<file path="config.mk">
export PLATFORM = sky130hd
export DESIGN_NAME = cdown_timer
export DESIGN_NICKNAME = d
export VERILOG_FILES = /design/src/rtl/cdown_pkg.sv /design/src/rtl/cdown_prescale.sv /design/src/rtl/cdown_count.sv /design/src/rtl/cdown_regs.sv /design/src/rtl/cdown_timer.sv
export SDC_FILE = /design/constraint.sdc
export NUM_CORES = 1
export LEC_CHECK = 0
export BUFFER_PORTS_ARGS = -buffer_cell sky130_fd_sc_hd__buf_2
export CORE_MARGIN = 2
export CORE_UTILIZATION = 52
export DETAILED_ROUTE_END_ITERATION = 12
export PLACE_DENSITY_LB_ADDON = 0.12
export SYNTH_ARGS = -nofsm -noshare
export SYNTH_HDL_FRONTEND = slang
export SYNTH_SLANG_ARGS = --single-unit
</file>
<file path="constraint.sdc">
create_clock -name clk -period 2.85 [get_ports clk]
set_input_delay 0.4275 -clock clk [delete_from_list [all_inputs] [get_ports clk]]
set_output_delay 0.4275 -clock clk [all_outputs]
set_load 0.005 [all_outputs]
</file>
<file path="src/rtl/cdown_pkg.sv">
package cdown_pkg;

    localparam int unsigned ADDR_W = 3;

    // Control byte, bit 7 down to bit 0.
    typedef struct packed {
        logic       en;        // bit 7
        logic       periodic;  // bit 6
        logic       irq_en;    // bit 5
        logic       spare;     // bit 4
        logic [1:0] div;       // bits 3:2
        logic       wide;      // bit 1
        logic       single;    // bit 0
    } ctrl_t;

    localparam logic [ADDR_W-1:0] OFS_LOAD  = 3'd0;
    localparam logic [ADDR_W-1:0] OFS_VALUE = 3'd1;
    localparam logic [ADDR_W-1:0] OFS_CTRL  = 3'd2;
    localparam logic [ADDR_W-1:0] OFS_CLR   = 3'd3;
    localparam logic [ADDR_W-1:0] OFS_RAW   = 3'd4;
    localparam logic [ADDR_W-1:0] OFS_MSK   = 3'd5;
    localparam logic [ADDR_W-1:0] OFS_BG    = 3'd6;

endpackage

</file>
<file path="src/rtl/cdown_prescale.sv">
module cdown_prescale #(
    parameter int unsigned DIV_MID  = 16,
    parameter int unsigned DIV_HIGH = 256
) (
    input  logic       clk,
    input  logic       rst_n,
    input  logic       run,
    input  logic       restart,
    input  logic [1:0] div,
    output logic       tick
);
    localparam int unsigned PW = $clog2(DIV_HIGH);
    localparam logic [PW-1:0] LIM_MID  = PW'(DIV_MID - 1);
    localparam logic [PW-1:0] LIM_HIGH = PW'(DIV_HIGH - 1);

    typedef struct packed {
        logic [PW-1:0] cnt;
    } pre_t;

    pre_t          st_q, st_d;
    logic [PW-1:0] limit;

    always_comb begin
        unique case (div)
            2'b01:   limit = LIM_MID;
            2'b10:   limit = LIM_HIGH;
            default: limit = '0;
        endcase
        tick = run && (st_q.cnt >= limit);
        st_d = st_q;
        if (!run || restart || tick) begin
            st_d.cnt = '0;
        end else begin
            st_d.cnt = st_q.cnt + 1'b1;
        end
    end

    always_ff @(posedge clk) begin
        if (!rst_n) begin
            st_q <= '0;
        end else begin
            st_q <= st_d;
        end
    end

endmodule

</file>
<file path="src/rtl/cdown_count.sv">
module cdown_count #(
    parameter int unsigned DW = 32,
    parameter int unsigned NW = 16
) (
    input  logic          clk,
    input  logic          rst_n,
    input  logic          tick,
    input  logic          ld_wr,
    input  logic [DW-1:0] ld_val,
    input  logic [DW-1:0] reload,
    input  logic          periodic,
    input  logic          single,
    input  logic          wide,
    input  logic          clr_wr,
    output logic [DW-1:0] cnt_q,
    output logic          flag_q
);
    localparam logic [DW-1:0] NARROW_MASK = {{(DW-NW){1'b0}}, {NW{1'b1}}};

    typedef struct packed {
        logic [DW-1:0] cnt;
        logic          flag;
    } cnt_st_t;

    cnt_st_t       st_q, st_d;
    logic [DW-1:0] mask;
    logic [DW-1:0] cur;

    always_comb begin
        mask = wide ? '1 : NARROW_MASK;
        cur  = st_q.cnt & mask;
        st_d = st_q;
        if (clr_wr) begin
            st_d.flag = 1'b0;
        end
        if (ld_wr) begin
            st_d.cnt = ld_val;
        end else if (tick) begin
            if (cur == '0) begin
                if (single) begin
                    st_d.cnt = st_q.cnt;
                end else if (periodic) begin
                    st_d.cnt = reload;
                end else begin
                    st_d.cnt = mask;
                end
            end else begin
                st_d.cnt = cur - 1'b1;
                if (cur == DW'(1)) begin
                    st_d.flag = 1'b1;   // set beats a same-cycle clear
                end
            end
        end
    end

    always_ff @(posedge clk) begin
        if (!rst_n) begin
            st_q.cnt  <= '1;
            st_q.flag <= 1'b0;
        end else begin
            st_q <= st_d;
        end
    end

    assign cnt_q  = st_q.cnt;
    assign flag_q = st_q.flag;

endmodule

</file>
<file path="src/rtl/cdown_regs.sv">
module cdown_regs
    import cdown_pkg::*;
#(
    parameter int unsigned DW = 32,
    parameter int unsigned NW = 16
) (
    input  logic              clk,
    input  logic              rst_n,
    input  logic              wr_en,
    input  logic [ADDR_W-1:0] addr,
    input  logic [DW-1:0]     wdata,
    input  logic [DW-1:0]     cnt_q,
    input  logic              flag_q,
    output ctrl_t             ctrl_q,
    output logic [DW-1:0]     load_q,
    output logic              ld_wr,
    output logic              clr_wr,
    output logic [DW-1:0]     rdata
);
    localparam logic [DW-1:0] NARROW_MASK = {{(DW-NW){1'b0}}, {NW{1'b1}}};
    localparam int unsigned   CW          = $bits(ctrl_t);

    typedef struct packed {
        ctrl_t         ctrl;
        logic [DW-1:0] load;
    } reg_st_t;

    reg_st_t       st_q, st_d;
    logic          bg_wr;
    logic [DW-1:0] mask;

    always_comb begin
        ld_wr  = wr_en && (addr == OFS_LOAD);
        bg_wr  = wr_en && (addr == OFS_BG);
        clr_wr = wr_en && (addr == OFS_CLR);
        st_d   = st_q;
        if (ld_wr || bg_wr) begin
            st_d.load = wdata;
        end
        if (wr_en && (addr == OFS_CTRL)) begin
            st_d.ctrl = ctrl_t'(wdata[CW-1:0]);
        end
    end

    always_comb begin
        mask = st_q.ctrl.wide ? '1 : NARROW_MASK;
        unique case (addr)
            OFS_LOAD, OFS_BG: rdata = st_q.load;
            OFS_VALUE:        rdata = cnt_q & mask;
            OFS_CTRL:         rdata = {{(DW-CW){1'b0}}, st_q.ctrl};
            OFS_RAW:          rdata = {{(DW-1){1'b0}}, flag_q};
            OFS_MSK:          rdata = {{(DW-1){1'b0}}, flag_q & st_q.ctrl.irq_en};
            default:          rdata = '0;
        endcase
    end

    always_ff @(posedge clk) begin
        if (!rst_n) begin
            st_q.ctrl <= '0;
            st_q.load <= '1;
        end else begin
            st_q <= st_d;
        end
    end

    assign ctrl_q = st_q.ctrl;
    assign load_q = st_q.load;

endmodule

</file>
<file path="src/rtl/cdown_timer.sv">
module cdown_timer
    import cdown_pkg::*;
#(
    parameter int unsigned DW       = 32,
    parameter int unsigned NW       = 16,
    parameter int unsigned DIV_MID  = 16,
    parameter int unsigned DIV_HIGH = 256
) (
    input  logic              clk,
    input  logic              rst_n,
    input  logic              wr_en,
    input  logic [ADDR_W-1:0] addr,
    input  logic [DW-1:0]     wdata,
    output logic [DW-1:0]     rdata,
    output logic              irq
);
    ctrl_t         ctrl_q;
    logic [DW-1:0] load_q;
    logic [DW-1:0] cnt_q;
    logic          flag_q;
    logic          ld_wr;
    logic          clr_wr;
    logic          tick;

    cdown_regs #(.DW(DW), .NW(NW)) u_regs (
        .clk    (clk),
        .rst_n  (rst_n),
        .wr_en  (wr_en),
        .addr   (addr),
        .wdata  (wdata),
        .cnt_q  (cnt_q),
        .flag_q (flag_q),
        .ctrl_q (ctrl_q),
        .load_q (load_q),
        .ld_wr  (ld_wr),
        .clr_wr (clr_wr),
        .rdata  (rdata)
    );

    cdown_prescale #(.DIV_MID(DIV_MID), .DIV_HIGH(DIV_HIGH)) u_pre (
        .clk     (clk),
        .rst_n   (rst_n),
        .run     (ctrl_q.en),
        .restart (ld_wr),
        .div     (ctrl_q.div),
        .tick    (tick)
    );

    cdown_count #(.DW(DW), .NW(NW)) u_cnt (
        .clk      (clk),
        .rst_n    (rst_n),
        .tick     (tick),
        .ld_wr    (ld_wr),
        .ld_val   (wdata),
        .reload   (load_q),
        .periodic (ctrl_q.periodic),
        .single   (ctrl_q.single),
        .wide     (ctrl_q.wide),
        .clr_wr   (clr_wr),
        .cnt_q    (cnt_q),
        .flag_q   (flag_q)
    );

    assign irq = flag_q & ctrl_q.irq_en;

endmodule

</file>
==> Yosys cells after proc, flatten, opt, wreduce, memory -nomap -nowiden <==
Index checks and enable logic that the tools add are counted.
{ "totals": {"output_inout_bits": 33, "in_bits": 38, "ff_bits": 81, "word_cells": 54} }
{ "op_classes": {"n_lt_le_gt_ge": 1, "n_reduce_logical": 15, "n_bitwise": 3, "eq_ne": 10, "n_mux": 12, "n_addsub": 2} }
{ "op_table": {"columns": ["operator", "n"], "rows": [
  ["2-to-1 mux 32 bit", 5],
  ["case mux 32 bit (5 select lines)", 1],
  ["2-to-1 mux 33 bit", 1],
  ["bitwise AND 32 bit", 1],
  ["equality test 32 x 1 -> 1 bit, second input constant", 1],
  ["logical NOT 32 bit", 1],
  ["subtractor 32 x 1 -> 32 bit, second input constant", 1],
  ["case mux 8 bit (2 select lines)", 1],
  ["equality test 3 bit, second input constant", 3],
  ["adder 8 x 1 -> 8 bit, second input constant", 1],
  [">= comparator 8 bit", 1],
  ["equality test 3 x 2 -> 1 bit, second input constant", 2],
  ["logical AND 1 bit", 5],
  ["2-to-1 mux 1 bit", 4],
  ["OR reduction 2 bit", 2],
  ["equality test 3 x 1 -> 1 bit, second input constant", 1],
  ["logical NOT 3 bit", 1],
  ["logical OR 1 bit", 3],
  ["!= test 3 bit, second input constant", 1],
  ["equality test 2 x 1 -> 1 bit, second input constant", 1],
  ["equality test 2 bit, second input constant", 1],
  ["AND reduction 2 bit", 1],
  ["nonzero test 2 bit", 1],
  ["bitwise AND 1 bit", 1],
  ["other kinds (2)", 2]
]} }

==> Longest topological paths before layout <==
{ "logic_depth": {"word_depth": 7, "mapped_depth": 12, "depth_no_buf": 11} }

==> Hierarchy <==
A second synthesis with hierarchy kept.
{ "unflattened": {"cells_unflattened": 710, "area_unflattened_um2": 5701.7} }
{ "modules_own_cells": {"columns": ["mod", "area_each_um2", "n_inst", "cells_each"], "rows": [
  ["cdown_count", 2775.2, 1, 408],
  ["cdown_regs", 2394.8, 1, 244],
  ["cdown_prescale", 525.5, 1, 57],
  ["cdown_timer", 6.3, 1, 1]
]} }

==> Worst setup path before layout <==
Ideal clock, no wire load.
{ "synth_timing": {"path_type": "register to register", "from": "register u_regs.st_q, in the netlist u_regs.ctrl_q[2]", "to": "register u_cnt.st_q, in the netlist u_cnt.cnt_q[13]", "n_path_buf": 1, "stages_incl_launch_ff": 13, "required_ns": 2.786, "synth_period_minus_slack_ns": 2.684, "setup_slack_ns": 0.166, "t_arrival_ns": 2.620, "cell_sequence": "dfxtp_1 inv_1 ha_1 inv_1 ha_1 nand2b_1 a211oi_1 o221ai_1 nand4_1 a31oi_2 clkbuf_1 o311ai_0 nand4_1"} }
{ "synth_between": {"elab_chain_len": 6, "word_cells_on_any_way": 7} }
{ "synth_rtl": {"columns": ["element", "line_no", "source"], "rows": [
  ["from (decl)", "cdown_regs.sv:28", "reg_st_t st_q, st_d;"],
  ["from (signal assigned)", "cdown_regs.sv:62", "st_q <= st_d;"],
  ["equality test 2 bit or equality test 2 x 1 -> 1 bit (tied branches)", "cdown_prescale.sv:24", "unique case (div)"],
  ["case mux 8 bit (2 select lines) (*)", "cdown_prescale.sv:24", null],
  [">= comparator 8 bit (*)", "cdown_prescale.sv:29", "tick = run && (st_q.cnt >= limit);"],
  ["logical AND 1 bit (*)", "cdown_prescale.sv:29", null],
  ["nonzero test 2 bit (no line) (*)", null, null],
  ["AND reduction 2 bit (no line) (*)", null, null],
  ["to (signal assigned)", "cdown_count.sv:61", "st_q <= st_d;"],
  ["to (decl)", "cdown_count.sv:25", "cnt_st_t st_q, st_d;"]
]} }
Mark *: on every way between the ends. The rest lies on a longest branch, timed or not.
A chain may end at the register's enable or synchronous reset.

==> Worst setup path after layout <==
{ "layout_timing": {"from": "register u_regs.st_q, in the netlist u_regs.ctrl_q[2]", "to": "register u_cnt.st_q, in the netlist u_cnt.cnt_q[8]"} }
Same word-level chain as after synthesis.

==> metrics.txt <==
slowest stage delay, CP=340 ps; Final Max Tran Viols=0; most common cell after layout, fill and taps aside=nand2_1; Die H=101 um; Critical Path RT=3140 ps; H-tree depth=3; r2r worst-path depth=12; Clock Sinks=81; register bit count reported by yosys=81; HP Class=primary input to flop; Critical Path AT=2980 ps; RSZ-0062 raised after global routing=false; Slowest cell on crit path=dfxtp_2; Num CTS Buffers=9; Pwr Total=2.64 mW; Max Cap Violations=0; pwr/cell area=457 mW/mm^2; Congestion Overflow GR=0; Post-synth ARST share=0%; total die area=0.0102 sq mm; Clk Latency, worst-skew pair=360 ps; WL final=15.6 mm; Tot GR Track Use=30.9%; Placed Area=0.00552 sq mm; Synth area leaders=dfxtp_1 33%, nand2_1 12%, nand3_1 5.1%; CP cell instances=inv_1 > ha_4 > inv_1 > ha_1 > nand2b_1 > a211oi_1 > o221ai_1 > a31oi_1 > o21bai_4 > buf_4 > o21ai_0 > nand4_1; Filler cells=891; reg2reg end=u_cnt.cnt_q[8]; Startpoint Class=flop; Layout Cells excl Fill=849; row cnt=35; root buf cell=clkbuf_8; Post-CTS Setup Bufs=0; Post-CTS Resized=0; DR iter-0 viols=445; final setup TNS=0 ps; Final Util=62.7%; vias in the first global route=5088; Hold Path Cell Cnt=3; clock slew at reported path FFs=90 ps; Synth Flop Type=dfxtp_1; Mean Syn Cell Area=7.43 sq um; Die Span X=101 um; sequential-to-total area share from yosys stat=33.1%; Post-DRT Antenna Nets=0; most frequent cell on the critical path=inv_1; Post-Syn Instances=660; Critical Path Fanout Max=12; worst hold path startpoint=wdata[26]; io pins=71; Crit. End Element=flop; Synth area leader=dfxtp_1; period utilization=94.3%; final hold vios=0; most frequent cells in the layout=157 x nand2_1, 80 x dfxtp_1, 70 x buf_2; first-pass GRT wire length=25.5 mm; Synth cell types=62; clock skew=17.7 ps; Setup Crit Path Kind=flop to flop; r2r setup slk=160 ps; final instance area=0.00577 sq mm; via count=5406; DRC Markers=0; RR Startpoint=u_regs.ctrl_q[2]; Synthesized Nets=710; post-synthesis cell area=0.00491 sq mm; pin count of the biggest net entering global routing=34; Initial Util=53.3%; initial antenna violation count=0; relative slew slack=53.2%; Synth top area share=33.1%; Final nets=783; Final Critical Period=2690 ps; routed vias/inst=6.37; P_leak=2.37 nW; CTS tree=built; Final setup viols=0; Hold EP=u_regs.load_q[26]; status=finished, final reports clean; highest clock rate=372 MHz; cell total after placement=833; area grow syn2layout=17.6%; YS warnings=0; hold buffers post-CTS=0; clk buf depth=2; Placeable Area=0.00920 sq mm; DP Wirelength=11.0 mm; Worst Tran Pin Value=702 ps; share of layout cells above drive strength 1=19.5%; Pre-antenna DRT Iters=6; GPL Wtd Cong=0.913; antenna cells=0; IO Port Bufs=70; EDFF count, synth=0; Avg WL per Cell=18.4 um; maximum VDD drop=0.289 mV
==> worst max-delay path by stage <==
| stage | start | to | cells past startpoint |
|---|---|---|---|
| global route | u_regs.ctrl_q[2] | u_cnt.cnt_q[27] | 13 |
| CTS | u_regs.ctrl_q[2] | u_cnt.cnt_q[8] | 12 |
| global placement | u_regs.ctrl_q[2] | u_cnt.cnt_q[8] | 12 |
| floorplan | u_regs.ctrl_q[2] | u_cnt.cnt_q[13] | 12 |
| finish | u_regs.ctrl_q[2] | u_cnt.cnt_q[8] | 12 |
| detailed placement | u_regs.ctrl_q[2] | u_cnt.cnt_q[8] | 12 |
==> sequential cells by signal, summed over array words and instances, names as in the netlist <==
| signal | count |
|---|---|
| u_regs.load_q | 32 |
| u_cnt.flag_q | 1 |
| u_regs.ctrl_q | 8 |
| u_cnt.cnt_q | 32 |
| u_pre.st_q | 8 |
==> through the flow <==
step,setup WS [ps],hold slack [ps]
after floorplan,166,437
final,162,281
after detailed placement,88.3,455
after global routing,18.8,294
after CTS,58.3,279
after global placement,209,446
==> synth_stat cells (2+ instances only) <==
cell type and count:
nand3_1 50, a211oi_1 7, o32a_1 3, nor2_1 28, a21oi_1 27, o221ai_1 2
nor4_2 3, ha_1 12, buf_2 4, dfxtp_1 81, and2_1 6, o22ai_1 8
nand2_1 157, a22o_1 24, nand4_1 20, nand2b_1 7, nor2b_1 5, nor3_1 13
o21ai_0 29, o311ai_0 7, inv_1 13, or3_1 6, a32oi_1 5, o31ai_1 3
or4_1 9, and4_1 2, a31oi_1 5, xnor2_1 4, and3_1 6, o311a_1 2
a221o_1 4, o211ai_1 9, o2111ai_1 7, xor2_1 8, clkbuf_1 43, nor4_1 3
a22oi_1 8, a221oi_1 2, nor3b_1 4, buf_4 2
==> logic make-up after synthesis <==
| logic type | Yosys count | share of synthesized area, % |
|---|---|---|
| simple gates | 326 | 31.9 |
| compound gates | 164 | 24.4 |
| flops | 81 | 33.1 |
| buf+inv | 63 | 5.08 |
| xor+xnor | 12 | 2.14 |
| fa+ha+maj | 12 | 3.06 |
| mux | 2 | 0.434 |
==> cell type report <==
class                      instances  area, sq um  share of cell area (%)
clock buffer                      12          155                    2.69
tap                              111          139                    2.41
timing repair buffer             112          666                    11.5
inverter                          13         48.8                   0.846
multi-input combinational        516         3060                    53.1
sequential                        81         1620                    28.1
clock inverter                     4         73.8                    1.28
==> worst max-delay path: cells and delay by family (launching register included) <==
| family | cells | cell delay, ps |
|---|---|---|
| simple gates | 2 | 260 |
| compound gates | 5 | 1150 |
| flops | 1 | 340 |
| fa+ha+maj | 2 | 530 |
| buf+inv | 3 | 340 |
==> power breakdown <==
group | internal (mW) | total (mW) | switching, mW
Combinational | 0.178 | 0.392 | 0.215
Sequential | 1.19 | 1.26 | 0.0685
Clock | 0.544 | 0.989 | 0.444
Total | 1.91 | 2.64 | 0.727
==> metal layers <==
metal | part of all wire, % | vias to the layer above | global-route usage, %
met4 | 2.4 | 0 | 11.2
met5 | 0 | - | 0
li1 | - | 2557 | -
met3 | 7.5 | 39 | 4.21
met1 | 44 | 2515 | 42.4
met2 | 46 | 295 | 49.8
Power figures use the tool's default switching activity.
